### src/rtl/itimer_pkg.sv
package itimer_pkg;
  localparam logic [1:0] SEL_CNT_LO = 2'd0;
  localparam logic [1:0] SEL_CNT_HI = 2'd1;
  localparam logic [1:0] SEL_LAT_LO = 2'd2;
  localparam logic [1:0] SEL_LAT_HI = 2'd3;

  typedef struct packed {
    logic loadLatLo;   // store reload low byte
    logic loadLatHi;   // store reload high byte only
    logic startCount;  // count-high write: latch high + load count
    logic countStep;   // count this cycle
    logic reload;      // take reload value instead of decrementing
  } dpStrobes_t;
endpackage

### src/rtl/itimer_ctrl.sv
module itimer_ctrl
  import itimer_pkg::*;
(
  input  logic       clk,
  input  logic       rst_n,
  input  logic       tick,
  input  logic [1:0] regAddr,
  input  logic       wrEn,
  input  logic       rdEn,
  input  logic       freeRun,
  input  logic       outEnable,
  input  logic       flagClr,
  input  logic       cntZero,
  output dpStrobes_t strobes,
  output logic       irqFlag,
  output logic       timerOut,
  output logic       timeout
);
  logic running;
  logic armed;
  logic pinLevel;
  logic wrCntHi;
  logic timeoutHit;
  logic clrReq;

  assign wrCntHi    = wrEn && (regAddr == SEL_CNT_HI);
  assign timeoutHit = strobes.countStep && cntZero;
  assign timeout    = timeoutHit && (freeRun || armed);
  assign clrReq     = flagClr || (rdEn && (regAddr == SEL_CNT_LO));

  always_comb begin
    strobes            = '0;
    strobes.loadLatLo  = wrEn && ((regAddr == SEL_CNT_LO) || (regAddr == SEL_LAT_LO));
    strobes.loadLatHi  = wrEn && (regAddr == SEL_LAT_HI);
    strobes.startCount = wrCntHi;
    strobes.countStep  = tick && running && !wrCntHi;
    strobes.reload     = timeoutHit && freeRun;
  end

  always_ff @(posedge clk or negedge rst_n) begin
    if (!rst_n) begin
      running <= 1'b0;
      armed   <= 1'b0;
    end else if (wrCntHi) begin
      running <= 1'b1;
      armed   <= 1'b1;
    end else if (timeoutHit) begin
      armed   <= 1'b0;
    end
  end

  always_ff @(posedge clk or negedge rst_n) begin
    if (!rst_n)             irqFlag <= 1'b0;
    else if (wrCntHi)       irqFlag <= 1'b0;
    else if (timeout)       irqFlag <= 1'b1;
    else if (clrReq)        irqFlag <= 1'b0;
  end

  always_ff @(posedge clk or negedge rst_n) begin
    if (!rst_n)             pinLevel <= 1'b1;
    else if (wrCntHi)       pinLevel <= 1'b0;
    else if (timeoutHit) begin
      if (freeRun)          pinLevel <= ~pinLevel;
      else if (armed)       pinLevel <= 1'b1;
    end
  end

  assign timerOut = outEnable ? pinLevel : 1'b1;
endmodule

### src/rtl/itimer_datapath.sv
module itimer_datapath
  import itimer_pkg::*;
#(
  parameter int BYTE_W = 8,
  localparam int CNT_W = 2 * BYTE_W
) (
  input  logic              clk,
  input  logic              rst_n,
  input  dpStrobes_t        strobes,
  input  logic [1:0]        regAddr,
  input  logic [BYTE_W-1:0] wrData,
  output logic [BYTE_W-1:0] rdData,
  output logic              cntZero,
  output logic [CNT_W-1:0]  cntValue,
  output logic [CNT_W-1:0]  latchValue
);
  logic [BYTE_W-1:0] latchLo;
  logic [BYTE_W-1:0] latchHi;
  logic [CNT_W-1:0]  counter;

  always_ff @(posedge clk or negedge rst_n) begin
    if (!rst_n) begin
      latchLo <= '0;
      latchHi <= '0;
    end else begin
      if (strobes.loadLatLo)                      latchLo <= wrData;
      if (strobes.loadLatHi || strobes.startCount) latchHi <= wrData;
    end
  end

  always_ff @(posedge clk or negedge rst_n) begin
    if (!rst_n)                  counter <= '0;
    else if (strobes.startCount) counter <= {wrData, latchLo};
    else if (strobes.countStep)  counter <= strobes.reload ? {latchHi, latchLo} : counter - 1'b1;
  end

  always_comb begin
    unique case (regAddr)
      SEL_CNT_LO: rdData = counter[BYTE_W-1:0];
      SEL_CNT_HI: rdData = counter[CNT_W-1:BYTE_W];
      SEL_LAT_LO: rdData = latchLo;
      default:    rdData = latchHi;
    endcase
  end

  assign cntZero    = (counter == '0);
  assign cntValue   = counter;
  assign latchValue = {latchHi, latchLo};
endmodule

### src/rtl/interval_timer.sv
module interval_timer
  import itimer_pkg::*;
#(
  parameter int BYTE_W = 8,
  localparam int CNT_W = 2 * BYTE_W
) (
  input  logic              clk,
  input  logic              rst_n,
  input  logic              tick,
  input  logic [1:0]        regAddr,
  input  logic              wrEn,
  input  logic              rdEn,
  input  logic [BYTE_W-1:0] wrData,
  output logic [BYTE_W-1:0] rdData,
  input  logic              freeRun,
  input  logic              outEnable,
  input  logic              flagClr,
  output logic              irqFlag,
  output logic              timerOut
);
  dpStrobes_t       strobes;
  logic             cntZero;
  logic             timeout;
  logic [CNT_W-1:0] cntValue;
  logic [CNT_W-1:0] latchValue;

  itimer_ctrl u_ctrl (
    .clk(clk), .rst_n(rst_n), .tick(tick), .regAddr(regAddr),
    .wrEn(wrEn), .rdEn(rdEn), .freeRun(freeRun), .outEnable(outEnable),
    .flagClr(flagClr), .cntZero(cntZero), .strobes(strobes),
    .irqFlag(irqFlag), .timerOut(timerOut), .timeout(timeout)
  );

  itimer_datapath #(.BYTE_W(BYTE_W)) u_dp (
    .clk(clk), .rst_n(rst_n), .strobes(strobes), .regAddr(regAddr),
    .wrData(wrData), .rdData(rdData), .cntZero(cntZero),
    .cntValue(cntValue), .latchValue(latchValue)
  );
endmodule

### config.mk
export PLATFORM = sky130hd
export DESIGN_NAME = interval_timer
export DESIGN_NICKNAME = d
export VERILOG_FILES = /design/src/rtl/itimer_pkg.sv /design/src/rtl/itimer_ctrl.sv /design/src/rtl/itimer_datapath.sv /design/src/rtl/interval_timer.sv
export SDC_FILE = /design/constraint.sdc
export NUM_CORES = 1
export LEC_CHECK = 0
export BUFFER_PORTS_ARGS = -buffer_cell sky130_fd_sc_hd__buf_4
export CORE_UTILIZATION = 30
export CTS_CLUSTER_DIAMETER = 100
export DETAILED_ROUTE_END_ITERATION = 8
export PLACE_DENSITY = 0.59
export SLEW_MARGIN = 20
export SYNTH_ARGS = -nofsm -noshare
export SYNTH_HDL_FRONTEND = slang
export SYNTH_SLANG_ARGS = --single-unit
### constraint.sdc
create_clock -name clk -period 2.1 [get_ports clk]
set_clock_uncertainty 0.1 [all_clocks]
set_input_delay 0.105 -clock clk [delete_from_list [all_inputs] [get_ports clk]]
set_output_delay 0.105 -clock clk [all_outputs]
set_load 0.02 [all_outputs]
# ---- Word-level counts from Yosys, hierarchy flattened
# Index checks and enable logic that the tools add are counted.
# Widths: inputs -> output; s select.
dict set report op_classes {
  n_reduce_logical 21
  n_addsub 1
  bitwise 1
  mux 14
  eq_ne 3
}
# cell count
set op_table {}
lappend op_table {{$mux 16} 3}
lappend op_table {{$pmux 8 s3} 1}
lappend op_table {{$logic_not 16->1} 1}
lappend op_table {{$sub 16x1->16 const B} 1}
lappend op_table {{$mux 1} 10}
lappend op_table {{$logic_and 1x1->1} 9}
lappend op_table {{$reduce_bool 3->1} 2}
lappend op_table {{$eq 2x2->1 const B} 2}
lappend op_table {{$logic_or 1x1->1} 4}
lappend op_table {{$reduce_bool 2->1} 2}
lappend op_table {{$eq 2x1->1 const B} 1}
lappend op_table {{$logic_not 2->1} 1}
lappend op_table {{$reduce_and 2->1} 1}
lappend op_table {{$logic_not 1->1} 1}
lappend op_table {{$not 1->1} 1}
dict set report totals {
  output_inout_bits 10
  ff_bits 36
  inputBits 18
  elab_cells 47
}

# ---- Depth between registers and ports, before layout
# Gate-level depths: netlist of run 1.
dict set report depth {
  ltp_word 9
  mapped_depth 7
  mapped_depth_nobuf 7
}

# ---- By module
# A second synthesis of run 1 with hierarchy kept.
dict set report hier_totals {
  cells_unflattened 217
  area_unflattened_um2 2175.8
}
# module seq_area_each_um2 cells_per_inst n_inst area_per_inst_um2
set modules_own_cells {}
lappend modules_own_cells {itimer_datapath 800.8 193 1 1909.3}
lappend modules_own_cells {itimer_ctrl 101.3 24 1 266.5}

# ---- Least setup slack after synthesis of run 1
# Ideal clock, no wire load.
dict set report synth_path {
  path_kind {register to register}
  startpoint {register u_dp.counter[0], in the netlist u_dp.cntValue[0]}
  endpoint {register u_dp.counter[10], in the netlist u_dp.cntValue[10]}
  arrival_ns 1.806
  stages_incl_launch_ff 8
  setup_time_ns 0.132
  required_time_ns 1.868
  synth_period_minus_slack_ns 2.037
  path_slack_ns 0.063
  n_path_buf 0
  path_cell_list {dfrtp_1 -> inv_1 -> ha_1 -> nor4b_1 -> and3_1 -> nand4_1 -> o2111ai_1 -> nand3_1}
}
dict set report synth_via {
  elab_chain_cells 6
  word_cells_on_any_way 7
  classes_between {1 x add/sub; 3 x mux; 3 x reduce/logical}
}
# element line
set synth_rtl {}
lappend synth_rtl {{start, declared} itimer_datapath.sv:19} ;# logic [CNT_W-1:0] counter;
lappend synth_rtl {{start signal, assigned} itimer_datapath.sv:33} ;# else if (strobes.startCount) counter <= {wrData, latchLo};
lappend synth_rtl {{start signal, assigned} itimer_datapath.sv:34} ;# else if (strobes.countStep) counter <= strobes.reload ? {latchHi, latchLo} : counter - 1'b1;
lappend synth_rtl {{branches (longest 3 deep; another with $sub 16x1->16)} --}
lappend synth_rtl {{$mux 16 * (2 in series)} itimer_datapath.sv:34}
lappend synth_rtl {{$mux 16 *} itimer_datapath.sv:33}
# Mark *: on every way between the ends. The select of a mux whose other input is x is not followed.
# A chain may end at the register's enable or synchronous reset.

# ---- Worst setup path after layout of run 1
dict set report layout_path {
  startpoint {register u_dp.counter[6], in the netlist u_dp.cntValue[6]}
  endpoint {register u_dp.counter[8], in the netlist u_dp.cntValue[8]}
}
# The elaborated chain is that of the path after synthesis.

==> metrics.cfg, run 1 <==
[synthesis]
synth_commonest_cells = 35 x dfrtp_1, 19 x nand2_1, 15 x mux2_2
yosysSeqAreaShare_pct = 42.69
ys.flop_type = dfrtp_1
yosysMostFrequentCell = dfrtp_1
ys_warn_count = 0
synth.area.top_cells = dfrtp_1 41%, mux4_2 8.5%, mux2_2 8.0%
syn_inst = 205
synth.top_cell.area_share_pct = 41.44
synth_edf_count = 0
syn_area_um2 = 2113
syn_area_per_cell_um2 = 10.31
synth_cell_types = 45
async_reset_ff_share_pct = 100.0
ys_ff_latch = 36
yosysTopAreaCell = dfrtp_1
synth_nets = 224

[cts]
cts_buffers = 5
clk_latency_ns = 0.30
cts_sinks = 36
cts_tree = built
root_buffer = clkbuf_8
cts_htree_levels = 2
clockBufferDepth = 2
clkTransAtPathRegs_ns = 0.07

[job]
maxCapViolations = 0

[critical_path]
critical_path_class = flip-flop to flip-flop
worstPathRequired_ns = 2.17
setup.worst_path.start_class = flip-flop
max_stage_delay_ns = 0.57
path_cells = or4_4 > nor3b_4 > nand4_4 > o211ai_1 > nand3_1
worst_path_max_delay_cell = or4_4
cp_max_fo = 6
critPathArrivalTime_ns = 2.15
cp-end-kind = flip-flop

[drt]
vias = 1843
route.detailed.drc = 0
ant_nets = 0
drt_iter0_markers = 123
drt-total-wl_mm = 5.968
routedWlPerCell_um = 16.40
dr.pass1.iters = 4
vias_per_cell = 5.063

[final_layout]
final-seq-area_um2 = 902.1
antenna_cells = 0
drive_gt1_share_pct = 38.43
fillers = 669
areaGrowthSynthToFinish_pct = 36.00
multi_input_area_um2 = 1226
final_nets = 286
stdcell_count = 364

[sta]
max_freq_mhz = 481.3
setup_viol = 0
finalWorstSetupSlack_ns = 0.02232
hold_viol = 0
final_max_slew_viol_count = 0
grt_setup_unrepaired = true
min_period_over_period_pct = 98.94
worst_pin_slew_ns = 0.5289
relSlewSlack_pct = 64.74
final.min_clock_period_ns = 2.078

[power]
power.density_nw_per_um2 = 881.9
power_leakage_nw = 1.214
irDropWorstVdd_mv = 0.3390

[place]
place_ws_ns = -0.1081
hpwl_mm = 4.149
dp.cells = 344
place_congestion = 0.8370
io_buffers = 27

[grt]
antenna_found_initial = 0
first_global_vias = 1827
grt.total_usage_pct = 16.90
overflow = 0
grt_max_degree = 37
grt_first_pass_wirelength_mm = 9.315

[floorplanning]
die_area_um2 = 7384
start_util_pct = 31.10
ios = 28
die_w_um = 85.93
die_y_um = 85.93
row_count = 30
coreArea_um2 = 6794

[worst_hold_path]
holdCritPathClass = input pin to flip-flop

[outcome]
status = complete, no violations

[through the flow]
| step | utilization (%) | TNS [ns] | area [um^2] | hold slack [ns] | power, mW |
|---|---|---|---|---|---|
| 2_1_floorplan | - | 0 | 2113 | -0.2906 | 1.530 |
| 6_report | 42.30 | 0 | 2874 | 0.04302 | 2.535 |
| 5_1_grt | 42.30 | -0.4312 | 2874 | 0.05122 | 2.692 |
| 4_1_cts | 41.01 | -0.05481 | 2786 | 0.01931 | 2.498 |
| 3_3_place_gp | 38.12 | -0.005650 | 2590 | 0.00008493 | 1.941 |
| 3_5_place_dp | 38.12 | -0.7451 | 2590 | 0.00008593 | 1.953 |
[worst paths after layout]
path,slack (ns),cells past startpoint,from,endpoint
max,0.02,5,u_dp.cntValue[6],u_dp.cntValue[8]
min,0.04,3,freeRun,u_ctrl.irqFlag
max reg2reg,0.02,5,u_dp.cntValue[6],u_dp.cntValue[8]
min reg2reg,0.38,2,u_ctrl.armed,u_ctrl.armed
max in group asynchronous,1.35,2,rst_n,u_ctrl.pinLevel
min in group asynchronous,0.21,2,rst_n,u_dp.cntValue[4]
[critical path: cells and delay by family (launching register included)]
family / cells / cell delay (ns)
and+or+nand+nor: 4 / 1.24
DFF: 1 / 0.38
AOI/OAI and AO/OA: 1 / 0.24
[cell families (layout without fill, tap and decap cells)]
kind of cell | Yosys count | in the layout | synth area share, %
AND/OR/NAND/NOR | 83 | 83 | 21.31
flip-flops | 36 | 36 | 42.69
AO/OA/AOI/OAI | 35 | 35 | 10.66
multiplexers | 26 | 26 | 18.00
buffers and inverters | 15 | 78 | 3.019
XOR/XNOR | 9 | 9 | 3.730
adder cells (fa/ha/maj) | 1 | 1 | 0.5920
[cells in the final DEF (no fill, tap or decap), types with 2 or more instances in the layout]
cell           netlist  layout
a31oi_1              3       2
o21ai_0              6       6
and2_1               3       3
o22a_1               3       3
dlygate4sd3_1        0      10
buf_4                0      56
nor2_1              14      14
and3_1               3       2
mux4_2               8       8
clkbuf_8             0       6
a21oi_1              8       7
nand4_1              4       4
nor4_1               5       4
or2_2                2       2
o211ai_1             3       3
clkbuf_1             9       2
nand2b_1             2       2
nor3_1               9       7
o31ai_1              2       2
nand3_1             11      11
mux2i_1              2       2
nand2_1             19      19
dfrtp_1             35      35
inv_1                4       4
xor2_1               2       2
xnor2_1              7       7
o21ai_1              3       3
mux2_2              15      15
nor3_2               0       2
[power breakdown]
part	switching, mW	internal (mW)
Combinational	0.495	0.545
Sequential	0.137	0.837
Clock	0.253	0.268
Total	0.885	1.65
[layer usage]
metal	routed length, um	track usage (%)
met5	0	0
met4	66	5.909
met3	360	3.657
met2	2809	26.62
met1	2731	22.90
[final cells by class]
type                       count  area share [%]
timing repair buffer          66           18.11
clock buffer                   8           3.135
inverter                       4          0.5224
tap                           96           4.179
multi-input combinational    154           42.66
sequential                    36           31.39
[flip-flops by register name (all words and copies together) (netlist names)]
name             flops
u_dp.cntValue       16
u_ctrl.armed         1
u_ctrl.running       1
u_dp.latchLo         8
u_ctrl.irqFlag       1
u_ctrl.pinLevel      1
u_dp.latchHi         8
[timing repair]
item                                    4_1_cts  5_1_grt
hold endpoints to repair                     58        0
endpoints found under the setup margin       13       14
gates resized for setup                       1       13
hold buffers                                 10        0
buffers inserted                              0        2
pin swaps                                     0       10
Power figures use the tool's default switching activity.
==> run 2, diff against run 1 <==
--- a/config.mk
+++ b/config.mk
@@ -9,6 +9,7 @@
 export CORE_UTILIZATION = 30
 export CTS_CLUSTER_DIAMETER = 100
 export DETAILED_ROUTE_END_ITERATION = 8
+export GPL_ROUTABILITY_DRIVEN = 0
 export PLACE_DENSITY = 0.59
 export SLEW_MARGIN = 20
 export SYNTH_ARGS = -nofsm -noshare
==> constraint.sdc (replaced) <==
create_clock -name clk -period 2.1 [get_ports clk]
set_clock_uncertainty 0.1 [all_clocks]
set_input_delay 0.105 -clock clk [delete_from_list [all_inputs] [get_ports clk]]
set_output_delay 0.105 -clock clk [all_outputs]
set_load 0.1 [all_outputs]
==> run 2 against run 1 <==
Flip-flop and latch count unchanged. Worst hold slack got worse by 0.017 ns. Critical path depth stayed put. Sequential share of layout area is 0.54 points higher. Core utilization down 0.72 points. Design area is 1.7% lower. Die area is the same. Register-to-register slack about the same. Largest power group unchanged. Via count grew 0.38%. Clock power is 6.0% lower. Non-clock buffer count fell by 2. Count of clock-buffer cells in the layout decreased by 1.
==> metrics.cfg, run 2 (synthesized netlist as in run 1, its figures left out) <==
[critical_path]
critical_path_class = flip-flop to flip-flop  ; unchanged
worst_path_max_delay_cell = or4_4  ; unchanged
cp-end-kind = flip-flop  ; unchanged
path_buf_inv = 0  ; unchanged
cp_max_fo = 4  ; was 6
crit_family = simple AND/OR/NAND/NOR gates  ; unchanged
setup.worst_path.start_class = flip-flop  ; unchanged
max_stage_delay_ns = 0.57  ; about the same
worstPathRequired_ns = 2.23  ; was 2.17 ns
path_cells = or4_4 > nor3b_4 > nand3_2 > mux2_1 > a21oi_1  ; was or4_4 > nor3b_4 > nand4_4 > o211ai_1 > nand3_1
critPathArrivalTime_ns = 2.21  ; was 2.15 ns

[drt]
dr.pass1.iters = 4  ; unchanged
vias_per_cell = 5.110  ; was 5.063
routedWlPerCell_um = 16.35  ; was 16.40 um
drt-total-wl_mm = 5.920  ; was 5.968 mm
route.detailed.drc = 0  ; unchanged
drt_iter0_markers = 153  ; was 123
vias = 1850  ; was 1843
ant_nets = 0  ; unchanged

[cts]
root_buffer = clkbuf_8  ; unchanged
clockBufferDepth = 2  ; unchanged
cts_htree_levels = 2  ; unchanged
clk_latency_ns = 0.30  ; about the same
cts_tree = built  ; unchanged
clkTransAtPathRegs_ns = 0.08  ; was 0.07 ns
cts_sinks = 36  ; unchanged
cts_buffers = 5  ; unchanged

[outcome]
status = complete, no violations  ; unchanged

[sta]
final.min_clock_period_ns = 2.077  ; was 2.078 ns
hold_viol = 0  ; unchanged
setup_viol = 0  ; unchanged
final_max_slew_viol_count = 0  ; unchanged
grt_setup_unrepaired = true  ; unchanged
max_freq_mhz = 481.5  ; was 481.3 MHz
relSlewSlack_pct = 62.01  ; was 64.74%
min_period_over_period_pct = 98.90  ; was 98.94%
worst_pin_slew_ns = 0.5672  ; was 0.5289 ns

[final_layout]
multi_input_area_um2 = 1201  ; was 1226 um^2
post-route-util_pct = 41.58  ; was 42.30%
drive_gt1_share_pct = 36.09  ; was 38.43%
final_cell_mix = 54 x buf_4, 35 x dfrtp_1, 19 x nand2_1  ; was 56 x buf_4, 35 x dfrtp_1, 19 x nand2_1
fillers = 682  ; was 669
stdcell_count = 362  ; was 364
largest_reg_flops = 16  ; unchanged
final_nets = 284  ; was 286
final-seq-area_um2 = 902.1  ; unchanged
mostFrequentLayoutCell = buf_4  ; unchanged
antenna_cells = 0  ; unchanged
areaGrowthSynthToFinish_pct = 33.69  ; was 36.00%

[floorplanning]
die_area_um2 = 7384  ; unchanged
die_w_um = 85.93  ; unchanged
die_y_um = 85.93  ; unchanged
coreArea_um2 = 6794  ; unchanged
start_util_pct = 31.10  ; unchanged
row_count = 30  ; unchanged
ios = 28  ; unchanged

[grt]
grt.total_usage_pct = 17.82  ; was 16.90%
overflow = 0  ; unchanged
antenna_found_initial = 0  ; unchanged
grt_first_pass_wirelength_mm = 9.708  ; was 9.315 mm
grt_max_degree = 37  ; unchanged
first_global_vias = 1882  ; was 1827

[power]
irDropWorstVdd_mv = 0.4925  ; was 0.3390 mV
power.density_nw_per_um2 = 980.5  ; was 881.9 nW/um^2
power_leakage_nw = 1.195  ; was 1.214 nW
total_power_mw = 2.770  ; was 2.535 mW

[job]
maxCapViolations = 0  ; unchanged

[place]
hpwl_mm = 4.205  ; was 4.149 mm
dp.cells = 343  ; was 344
io_buffers = 27  ; unchanged

[worst_hold_path]
holdCritPathClass = input pin to flip-flop  ; unchanged

-- run 2: cell types whose count changed in the layout (fill, tap and decap cells not counted), sizes merged --
| cell | change |
|---|---|
| clkbuf | -1 |
| buf | -2 |
| clkinv | +1 |
-- run 2: what timing repair did --
item / in CTS / in global routing
hold buffers: 10 / 0
buffers inserted: 0 / 1
endpoints found under the setup margin: 11 / 10
pin swaps: 0 / 6
resized for setup: 1 / 7
hold endpoints to repair: 59 / 0
-- run 2: layout make-up --
cell class	count	share of cell area [%]
timing repair buffer	64	17.89
clock buffer	7	2.702
multi-input combinational	154	42.52
clock inverter	1	0.1771
sequential	36	31.93
inverter	4	0.5314
tap	96	4.252
-- run 2: final timing paths --
path,startpoint,endpoint,slack [ns],cells after the start
worst max-delay path,u_dp.cntValue[6],u_ctrl.pinLevel,0.02,5
worst min-delay path,freeRun,u_ctrl.irqFlag,0.03,3
worst max register to register,u_dp.cntValue[6],u_ctrl.pinLevel,0.02,5
worst min register to register,u_ctrl.armed,u_ctrl.armed,0.38,2
max in group asynchronous,rst_n,u_ctrl.pinLevel,1.35,2
min in group asynchronous,rst_n,u_ctrl.armed,0.21,2
-- run 2: worst reg2reg max path, stage by stage, from the launching register on --
cell and delay [ns]:
dfrtp_1 0.38, or4_4 0.57, nor3b_4 0.33, nand3_2 0.16
mux2_1 0.35, a21oi_1 0.13
-- run 2: where the power goes --
part / switching, mW / internal, mW
Combinational: 0.765 / 0.542
Clock: 0.257 / 0.233
Sequential: 0.137 / 0.837
Total: 1.16 / 1.61
-- run 2: stage by stage --
stage	TNS, ns	hold WS (ns)	worst slack (ns)	cell area, um^2
5_1_grt	-0.2988	0.03277	-0.06101	2825
2_1_floorplan	0	-0.2906	0.06258	2113
6_report	0	0.02637	0.02316	2825
3_5_place_dp	-0.5431	-0.004588	-0.08256	2582
4_1_cts	-0.1350	0.01298	-0.03586	2770
3_3_place_gp	-0.006109	-0.0004415	-0.006109	2582
-- run 2: metal layers --
layer	GRT usage [%]	vias to the layer above	wire (um)
met5	0	-	0
met4	5.000	0	70
met3	4.620	6	319
met2	28.93	47	2811
met1	23.49	912	2719
li1	-	885	-
==> run 3, diff against run 2 <==
--- a/config.mk
+++ b/config.mk
@@ -5,12 +5,14 @@
 export SDC_FILE = /design/constraint.sdc
 export NUM_CORES = 1
 export LEC_CHECK = 0
+export ABC_AREA = 1
 export BUFFER_PORTS_ARGS = -buffer_cell sky130_fd_sc_hd__buf_4
 export CORE_UTILIZATION = 30
 export CTS_CLUSTER_DIAMETER = 100
 export DETAILED_ROUTE_END_ITERATION = 8
 export GPL_ROUTABILITY_DRIVEN = 0
-export PLACE_DENSITY = 0.59
+export PLACE_DENSITY = 0.58
+export SETUP_SLACK_MARGIN = 0.15
 export SLEW_MARGIN = 20
 export SYNTH_ARGS = -nofsm -noshare
 export SYNTH_HDL_FRONTEND = slang
==> run 3 against run 2 <==
Design area fell by 1.9%. First-iteration DRC count fell by 12%. Non-clock buffer count fell by 24. Critical path depth rose by 4. Worst setup slack improved by 0.24 ns.
==> metrics.cfg, run 3 <==
[synthesis]
yosysSeqAreaShare_pct = 39.83  ; was 42.69%
synth_cell_types = 29  ; was 45
ys_warn_count = 0  ; unchanged
synth_commonest_cells = 123 x nand2_1, 40 x inv_1, 35 x dfrtp_1  ; was 35 x dfrtp_1, 19 x nand2_1, 15 x mux2_2
synth.top_cell.area_share_pct = 38.67  ; was 41.44%
ys_ff_latch = 36  ; unchanged
syn_area_um2 = 2265  ; was 2113 um^2
syn_inst = 327  ; was 205
syn_area_per_cell_um2 = 6.926  ; was 10.31 um^2
synth.area.top_cells = dfrtp_1 39%, nand2_1 20%, inv_1 6.6%  ; was dfrtp_1 41%, mux4_2 8.5%, mux2_2 8.0%
yosysMostFrequentCell = nand2_1  ; was dfrtp_1
async_reset_ff_share_pct = 100.0  ; unchanged
synth_edf_count = 0  ; unchanged
yosysTopAreaCell = dfrtp_1  ; unchanged
ys.flop_type = dfrtp_1  ; unchanged
synth_nets = 346  ; was 224

[critical_path]
worstPathRequired_ns = 2.18  ; was 2.23 ns
max_stage_delay_ns = 0.41  ; was 0.57 ns
cp_max_fo = 10  ; was 4
worst_path_max_delay_cell = dfrtp_1  ; was or4_4
cp-end-kind = flip-flop  ; unchanged
path_cells = inv_1 > ha_2 > nand3_2 > nor2_4 > nand3_4 > inv_2 > nand2_1 > nand3_1 > nand2_1  ; was or4_4 > nor3b_4 > nand3_2 > mux2_1 > a21oi_1
critPathArrivalTime_ns = 1.91  ; was 2.21 ns
r2r_slack_ns = 0.26  ; was 0.02 ns
setup.worst_path.start_class = flip-flop  ; unchanged
crit_path_frequent_cell = nand2_1
critical_path_class = flip-flop to flip-flop  ; unchanged

[final_layout]
mostFrequentLayoutCell = nand2_1  ; was buf_4
final-seq-area_um2 = 902.1  ; unchanged
final_cell_mix = 123 x nand2_1, 40 x inv_1, 36 x buf_4  ; was 54 x buf_4, 35 x dfrtp_1, 19 x nand2_1
largest_reg_flops = 16  ; unchanged
post-route-util_pct = 38.01  ; was 41.58%
multi_input_area_um2 = 1196  ; was 1201 um^2
fillers = 827  ; was 682
drive_gt1_share_pct = 17.34  ; was 36.09%
antenna_cells = 0  ; unchanged
final_nets = 388  ; was 284
areaGrowthSynthToFinish_pct = 22.38  ; was 33.69%

[drt]
route.detailed.drc = 0  ; unchanged
dr.pass1.iters = 4  ; unchanged
vias_per_cell = 4.769  ; was 5.110
routedWlPerCell_um = 13.49  ; was 16.35 um
vias = 2232  ; was 1850
ant_nets = 0  ; unchanged
drt-total-wl_mm = 6.311  ; was 5.920 mm
drt_iter0_markers = 134  ; was 153

[grt]
grt_max_degree = 37  ; unchanged
grt.total_usage_pct = 17.31  ; was 17.82%
grt_first_pass_wirelength_mm = 10.38  ; was 9.708 mm
antenna_found_initial = 0  ; unchanged
overflow = 0  ; unchanged
first_global_vias = 2145  ; was 1882

[cts]
cts_sinks = 36  ; unchanged
cts_htree_levels = 2  ; unchanged
clkTransAtPathRegs_ns = 0.07  ; was 0.08 ns
cts_tree = built  ; unchanged
clk_latency_ns = 0.29  ; was 0.30 ns
clockBufferDepth = 2  ; unchanged
cts_buffers = 5  ; unchanged
root_buffer = clkbuf_8  ; unchanged

[floorplanning]
row_count = 31  ; was 30
start_util_pct = 31.06  ; was 31.10%
coreArea_um2 = 7292  ; was 6794 um^2
die_area_um2 = 7901  ; was 7384 um^2
die_w_um = 88.89  ; was 85.93 um
ios = 28  ; unchanged
die_y_um = 88.89  ; was 85.93 um

[sta]
hold_viol = 0  ; unchanged
relSlewSlack_pct = 63.68  ; was 62.01%
setup_viol = 0  ; unchanged
holdWs_ns = 0.02097  ; was 0.02637 ns
final.min_clock_period_ns = 1.836  ; was 2.077 ns
fin_setup_tns_ns = 0  ; unchanged
max_freq_mhz = 544.6  ; was 481.5 MHz
worst_pin_slew_ns = 0.5435  ; was 0.5672 ns
min_period_over_period_pct = 87.44  ; was 98.90%
final_max_slew_viol_count = 0  ; unchanged
grt_setup_unrepaired = false  ; was true

[power]
power.density_nw_per_um2 = 959.8  ; was 980.5 nW/um^2
irDropWorstVdd_mv = 0.2725  ; was 0.4925 mV
total_power_mw = 2.660  ; was 2.770 mW
power_leakage_nw = 1.393  ; was 1.195 nW

[job]
maxCapViolations = 0  ; unchanged

[outcome]
status = complete, no violations  ; unchanged

[place]
io_buffers = 27  ; unchanged
hpwl_mm = 4.546  ; was 4.205 mm

[worst_hold_path]
holdCritPathClass = input pin to flip-flop  ; unchanged

[run 3: cell count changes in the layout (fill, tap and decap cells not counted), moves of 6 or more]
cell,delta
dlygate4sd3_1,-6
nor2_1,+13
o22ai_1,+6
nand2_1,+104
mux2_2,-15
buf_4,-18
o21ai_0,+17
nand3_1,+10
a21oi_1,-6
nand4_1,+6
nor3_1,-7
inv_1,+36
mux4_2,-8
nand3_2,+6
[run 3: repair_timing]
item,4_1_cts,5_1_grt
hold endpoints to repair,37,0
hold buffers,4,0
resized for setup,0,2
endpoints found under the setup margin,0,15
buffers inserted,0,5
[run 3: area by class of cell]
class	instances	area share (%)
inverters	43	5.824
repair buffers	40	11.20
flip-flops and latches	36	32.55
multi-input cells	243	43.16
clock buffers	6	2.619
well taps	99	4.470
clock inverters	1	0.1806
[run 3: final timing paths]
path                             startpoint           endpoint  depth (start not counted)
max                        u_dp.cntValue[0]  u_dp.cntValue[11]                          9
min                               wrData[7]    u_dp.latchLo[7]                          3
max reg2reg                u_dp.cntValue[0]  u_dp.cntValue[11]                          9
min reg2reg                  u_ctrl.running     u_ctrl.running                          2
max in group asynchronous             rst_n    u_ctrl.pinLevel                          2
min in group asynchronous             rst_n     u_ctrl.running                          2
[run 3: per-stage QoR]
step | instance area [um^2] | setup WS [ns] | std cells
after detailed placement | 2596 | 0.2113 | 451
after global routing | 2771 | 0.1471 | 468
after CTS | 2714 | 0.1805 | 462
final | 2771 | 0.2639 | 468
after floorplan | 2271 | 0.4655 | 327
after global placement | 2596 | 0.2682 | 451
[run 3: per-layer routing]
metal	routed length, um	up-vias	global-route usage (%)	part of all wire, %
met1	3082	1061	23.66	49
met2	2918	45	28.39	46
met5	0	-	0	0
met4	23	0	3.666	0.36
met3	287	4	3.451	4.5
li1	-	1122	-	-
[run 3: critical path: cells and delay by family, from the launching register on]
family,cells,cell delay (ns)
fa+ha+maj,1,0.23
buf+inv,2,0.29
flops,1,0.41
simple gates,6,0.69
[run 3: logic make-up after synthesis]
logic type	count (synthesis)	synth area share (%)
and+or+nand+nor	198	39.61
buffers and inverters	49	8.508
AOI/OAI and AO/OA	38	9.558
DFF	36	39.83
xor gates and xnor gates	5	1.934
adders and majority gates	1	0.5524
[run 3: where the power goes]
group / switching [mW] / leakage (nW) / total [mW] / internal, mW
Combinational: 0.771 / 0.912 / 1.15 / 0.380
Clock: 0.243 / 0.0410 / 0.468 / 0.226
Sequential: 0.205 / 0.440 / 1.04 / 0.835
Total: 1.22 / 1.39 / 2.66 / 1.44
